`src/rtl/wdg_pkg.sv`:
```
package wdg_pkg;

    localparam int SEL_W = 3;
    localparam int PRE_W = (1 << SEL_W) - 1;
    localparam int CFG_W = 8;

    typedef struct packed {
        logic [CFG_W-1:SEL_W] user;
        logic [SEL_W-1:0]     ws;
    } wdg_cfg_t;

    localparam wdg_cfg_t CFG_RST = '{user: '0, ws: '1};

    typedef enum logic {
        SRC_SLOW_OSC = 1'b0,
        SRC_INSTR    = 1'b1
    } wdg_src_e;

    typedef struct packed {
        logic first;
        logic second;
    } wdg_pair_t;

    // Low ws bits set: prescaler stage completes when these bits are all ones.
    function automatic logic [PRE_W-1:0] ratio_mask(input logic [SEL_W-1:0] ws);
        return ~({PRE_W{1'b1}} << ws);
    endfunction

endpackage

```
`src/rtl/wdg_clear_arb.sv`:
```
module wdg_clear_arb
    import wdg_pkg::*;
#(
    parameter bit PAIRED = 1'b0
) (
    input  logic clk,
    input  logic rst,
    input  logic halt_enter,
    input  logic clr_single,
    input  logic clr_first,
    input  logic clr_second,
    output logic cmd_clear,
    output logic wipe
);

    wdg_pair_t seen_q;
    logic      pair_done;

    assign pair_done = (seen_q.first  | clr_first) &
                       (seen_q.second | clr_second);
    assign cmd_clear = PAIRED ? pair_done : clr_single;
    assign wipe      = rst | halt_enter | cmd_clear;

    always_ff @(posedge clk) begin
        if (wipe) begin
            seen_q <= '0;
        end else begin
            if (clr_first)  seen_q.first  <= 1'b1;
            if (clr_second) seen_q.second <= 1'b1;
        end
    end

endmodule

```
`src/rtl/wdg_prescale.sv`:
```
module wdg_prescale
    import wdg_pkg::*;
(
    input  logic             clk,
    input  logic             wipe,
    input  logic             tick,
    input  logic [SEL_W-1:0] ws,
    output logic             stage_done
);

    logic [PRE_W-1:0] pre_q;
    logic [PRE_W-1:0] mask;

    assign mask       = ratio_mask(ws);
    assign stage_done = tick & ~wipe & ((pre_q & mask) == mask);

    always_ff @(posedge clk) begin
        if (wipe)      pre_q <= '0;
        else if (tick) pre_q <= pre_q + 1'b1;
    end

endmodule

```
`src/rtl/wdg_term_count.sv`:
```
module wdg_term_count #(
    parameter int CNT_W = 12
) (
    input  logic clk,
    input  logic wipe,
    input  logic step,
    input  logic halted,
    output logic fire,
    output logic chip_q,
    output logic warm_q
);

    logic [CNT_W-1:0] cnt_q;

    assign fire = step & ~wipe & (&cnt_q);

    always_ff @(posedge clk) begin
        if (wipe) begin
            cnt_q  <= '0;
            chip_q <= 1'b0;
            warm_q <= 1'b0;
        end else begin
            if (step) cnt_q <= fire ? '0 : cnt_q + 1'b1;
            chip_q <= fire & ~halted;
            warm_q <= fire &  halted;
        end
    end

endmodule

```
`src/rtl/watchdog_core.sv`:
```
module watchdog_core
    import wdg_pkg::*;
#(
    parameter bit PAIRED = 1'b0,
    parameter int CNT_W  = 12
) (
    input  logic             clk,
    input  logic             rst,
    input  logic             osc_tick,
    input  logic             instr_tick,
    input  logic             src_sel,
    input  logic             halted,
    input  logic             halt_enter,
    input  logic             clr_single,
    input  logic             clr_first,
    input  logic             clr_second,
    input  logic             cfg_we,
    input  logic [CFG_W-1:0] cfg_wdata,
    output logic [CFG_W-1:0] cfg_rdata,
    output logic             chip_rst_req,
    output logic             warm_rst_req,
    output logic             to_flag,
    output logic             pd_flag
);

    wdg_cfg_t cfg_q;
    logic     tick, cmd_clear, wipe, stage_done, fire;

    always_ff @(posedge clk) begin
        if (rst)         cfg_q <= CFG_RST;
        else if (cfg_we) cfg_q <= wdg_cfg_t'(cfg_wdata);
    end
    assign cfg_rdata = cfg_q;

    // Instruction clock is gated off while halted; the slow oscillator is not.
    assign tick = (wdg_src_e'(src_sel) == SRC_INSTR) ? (instr_tick & ~halted)
                                                      : osc_tick;

    wdg_clear_arb #(.PAIRED(PAIRED)) u_arb (
        .clk        (clk),
        .rst        (rst),
        .halt_enter (halt_enter),
        .clr_single (clr_single),
        .clr_first  (clr_first),
        .clr_second (clr_second),
        .cmd_clear  (cmd_clear),
        .wipe       (wipe)
    );

    wdg_prescale u_pre (
        .clk        (clk),
        .wipe       (wipe),
        .tick       (tick),
        .ws         (cfg_q.ws),
        .stage_done (stage_done)
    );

    wdg_term_count #(.CNT_W(CNT_W)) u_cnt (
        .clk    (clk),
        .wipe   (wipe),
        .step   (stage_done),
        .halted (halted),
        .fire   (fire),
        .chip_q (chip_rst_req),
        .warm_q (warm_rst_req)
    );

    always_ff @(posedge clk) begin
        if (rst) begin
            to_flag <= 1'b0;
            pd_flag <= 1'b0;
        end else if (halt_enter) begin
            to_flag <= 1'b0;
            pd_flag <= 1'b1;
        end else if (cmd_clear) begin
            to_flag <= 1'b0;
            pd_flag <= 1'b0;
        end else if (fire) begin
            to_flag <= 1'b1;
        end
    end

endmodule

```
`config.mk`:
```
export PLATFORM = sky130hd
export DESIGN_NAME = watchdog_core
export DESIGN_NICKNAME = d
export VERILOG_FILES = /design/src/rtl/wdg_pkg.sv /design/src/rtl/wdg_clear_arb.sv /design/src/rtl/wdg_prescale.sv /design/src/rtl/wdg_term_count.sv /design/src/rtl/watchdog_core.sv
export SDC_FILE = /design/constraint.sdc
export NUM_CORES = 1
export LEC_CHECK = 0
export ABC_AREA = 0
export BUFFER_PORTS_ARGS = -buffer_cell sky130_fd_sc_hd__buf_2
export CAP_MARGIN = 20
export CORE_ASPECT_RATIO = 0.75
export CORE_MARGIN = 5
export CORE_UTILIZATION = 50
export CTS_BUF_LIST = sky130_fd_sc_hd__clkbuf_4
export DETAILED_ROUTE_END_ITERATION = 7
export PLACE_DENSITY = 0.73
export RECOVER_POWER = 50
export SLEW_MARGIN = 25
export SYNTH_ARGS = -nofsm -noshare
export SYNTH_HDL_FRONTEND = slang
export SYNTH_SLANG_ARGS = --single-unit
```
`constraint.sdc`:
```
create_clock -name clk -period 2.2 [get_ports clk]
set_clock_uncertainty 0.2 [all_clocks]
set_input_delay 0.66 -clock clk [delete_from_list [all_inputs] [get_ports clk]]
set_output_delay 0.66 -clock clk [all_outputs]
set_load 0.005 [all_outputs]
```
==> key figures <==
Critical path
  • Crit path to: u_cnt.cnt_q[4]$_SDFFE_PP0N_
  • CP Cell Sequence: buf_2, nor3_4, nand2_2, or4b_4, buf_4, o31ai_1, a21oi_1
  • CP max stage delay: 580 ps
  • Critical path depth: 7
  • Crit path buffers/inverters: 2
  • Family with the most delay on the worst path: simple AND/OR/NAND/NOR gates
  • CP max FO: 7
  • Worst Path Arrival: 2190 ps
  • CP Launch Point: halt_enter
  • Worst r2r path cells: 6
  • Worst endpoint required time: 2210 ps
  • CP startpoint kind: input port
  • Reg2reg start: cfg_rdata[1]$_SDFFE_PP1P_
  • Critical Path Slowest Stage Cell: or4b_4
  • Worst setup EP type: register
  • Critical path class: input port to register
  • R2R setup slack: 110 ps
  • FF-to-FF End: u_cnt.cnt_q[4]$_SDFFE_PP0N_

Clocking
  • Number of CTS-inserted buffers: 5
  • Clk pin slew, worst setup/hold paths: 80 ps
  • CTS root buf: clkbuf_4
  • Clock Sinks: 31
  • CTS tree: yes
  • CTS Hold Buffers Added: 0
  • CTS max path bufs: 2
  • Worst skew pair latency: 330 ps
  • CTS H-tree lvls: 2

Floorplanning
  • Initial Utilization: 51.1%
  • Core ar.: 2890 um^2
  • Die height: 57.1 um
  • Die extent in x: 72.8 um
  • # rows: 17
  • Die area: 4160 um^2
  • I/O pins: 31

Pwr
  • Peak VDD IR: 0.000548 V
  • Pwr Total: 1.00 mW
  • Static Leak: 0.714 nW
  • Fraction of power spent switching nets: 25.2%
  • Clk pwr share: 32.1%
  • PwrDens: 561 nW/um^2
  • Comb power frac: 10.0%
  • Reg power frac: 57.9%
  • Switching power: 253 uW
  • Pint: 750 uW

Drt
  • Drt total wl: 3640 um
  • Number of remaining DRC errors: 0
  • Vias: 1361
  • Post-route ant nets: 0
  • Iter 0 DRT Violations: 61
  • Pre-Repair DR Iteration Count: 4
  • Vias/cell: 5.67
  • Drt wl/cell: 15.2 um

Finish
  • Most frequent cells in the layout: 31 x dfxtp_1, 24 x buf_2, 17 x nor2_1
  • Most common library cell in the layout ignoring fill and taps: dfxtp_1
  • Area delta synth->final: 20.7%
  • Final cell count without fillers: 240
  • Layout cells sized above 1: 25.2%
  • Filler Cell Count: 261
  • N_diodes: 0
  • NumNets Final: 222
  • Multi-input gate area: 810 um^2
  • FF+latch area: 621 um^2
  • Post-route cell area: 1790 um^2

Logic synthesis
  • Asr flop ratio synth: 0%
  • Yosys reg bits: 31
  • Syn Area/Cell: 9.36 um^2
  • Sequential fraction of the synthesis area: 42.0%
  • Post-Syn Area: 1480 um^2
  • Ys Warns: 0
  • Count of cell types in the netlist: 45
  • Synth Net Count: 179
  • Most used DFF post-synth: dfxtp_1
  • Syn Inst Count: 158
  • EDFF count, synth: 0

Place
  • Area after DPL: 1720 um^2
  • Final HPWL DP: 2700 um
  • Port Buffers: 28
  • Placer Congestion: 0.866
  • Placed cells: 230

STA
  • Max-slew violation count: 0
  • Slew Limit Headroom: 58.5%
  • F_max: 458 MHz
  • Worst Tran Pin Value: 623 ps
  • Final min period: 2180 ps
  • Final Setup Violations: 0
  • Crit share post-route: 99.3%
  • Hold Fails Final Rpt: 0
  • WHS: 271 ps
  • RSZ-0062 raised after global routing: yes

GRT
  • Largest net degree at the start of global routing: 15
  • Global-route wire length before repair: 6170 um
  • Vias in the first global route: 1397
  • GRT overflow: 0
  • Total track usage: 18.9%
  • Initial antenna violation count: 0

Flow run
  • Total of max-cap violations: 0

Run status
  • Status: completed

Hold path
  • Worst Hold Class: register to register
## worst min path at each step
stage	start	to	cells past startpoint
6_report	to_flag$_SDFFE_PP0P_	to_flag$_SDFFE_PP0P_	1
5_1_grt	to_flag$_SDFFE_PP0P_	to_flag$_SDFFE_PP0P_	1
4_1_cts	to_flag$_SDFFE_PP0P_	to_flag$_SDFFE_PP0P_	1
3_5_place_dp	to_flag$_SDFFE_PP0P_	to_flag$_SDFFE_PP0P_	1
3_3_place_gp	to_flag$_SDFFE_PP0P_	to_flag$_SDFFE_PP0P_	1
2_1_floorplan	u_cnt.cnt_q[11]$_SDFFE_PP0N_	u_cnt.cnt_q[11]$_SDFFE_PP0N_	1
## what timing repair did
item / 4_1_cts / 5_1_grt
endpoints found under the setup margin: 2 / 7
pin swaps: 1 / 1
buffers inserted: 2 / 0
cloned: 0 / 0
resized for setup: 1 / 4
## layout make-up
cell class | instances | area share (%)
clock buffer | 6 | 2.52
tap | 38 | 2.66
multi-input combinational | 117 | 45.3
inverter | 2 | 0.420
clock inverter | 2 | 0.420
sequential | 31 | 34.8
timing repair buffer | 44 | 13.9
## stage by stage
stage | setup WS [ps] | setup TNS [ps] | utilization [%]
after global placement | -279 | -2540 | 59.6
after CTS | 2.96 | 0 | 61.8
after global routing | -33.1 | -85.9 | 61.7
after detailed placement | -383 | -3270 | 59.6
after floorplan | -83.5 | -395 | -
final | 16.0 | 0 | 61.7
## synth_stat cells (4+ instances only)
cell type  number  area [um^2]
nand3_1         5         25.0
dfxtp_1        31          621
o311ai_0        4         35.0
mux2i_1         7         70.1
a21oi_1         4         20.0
nor2_1         17         63.8
nor2b_1         4         25.0
clkbuf_1        4         15.0
xor2_1          5         43.8
nand4_1         7         43.8
nand2_1        11         41.3
## metal layers
layer  global-route usage [%]  up-vias  share of wire, %
met5                        0        -                 0
met2                     31.2       29                49
met1                     21.2      649                44
met3                     6.69       12               4.7
met4                     10.0        0               2.7
li1                         -      671                 -
## worst register-to-register path, delay by kind of cell, from the launching register on
kind / cells / cell delay, ps
AOI/OAI and AO/OA: 3 / 430
buffers and inverters: 1 / 190
DFF: 1 / 360
and+or+nand+nor: 2 / 790
## power by group through the flow
stage	clock network, mW	registers (mW)	logic (mW)
after floorplan	0	0.593	0.0535
after global placement	0	0.592	0.0972
after detailed placement	0	0.593	0.102
after CTS	0.325	0.580	0.103
after global routing	0.357	0.582	0.110
final	0.321	0.580	0.101
## registers in the layout, summed over array words and instances (netlist names)
register and count:
u_pre.pre_q 7, u_cnt.warm_q 1, u_cnt.chip_q 1, to_flag 1
pd_flag 1, cfg_rdata 8, u_cnt.cnt_q 12
## kinds of logic (layout without fill, tap and decap cells)
kind of cell / after synthesis / count (layout) / share of synthesized area [%]
compound gates: 35 / 35 / 18.2
flops: 31 / 31 / 42.0
buf+inv: 10 / 54 / 4.48
xor+xnor: 6 / 6 / 3.55
fa+ha+maj: 2 / 2 / 1.69
mux: 7 / 7 / 4.74
simple gates: 67 / 67 / 25.4
No activity file was read; power rests on OpenSTA's default activity.
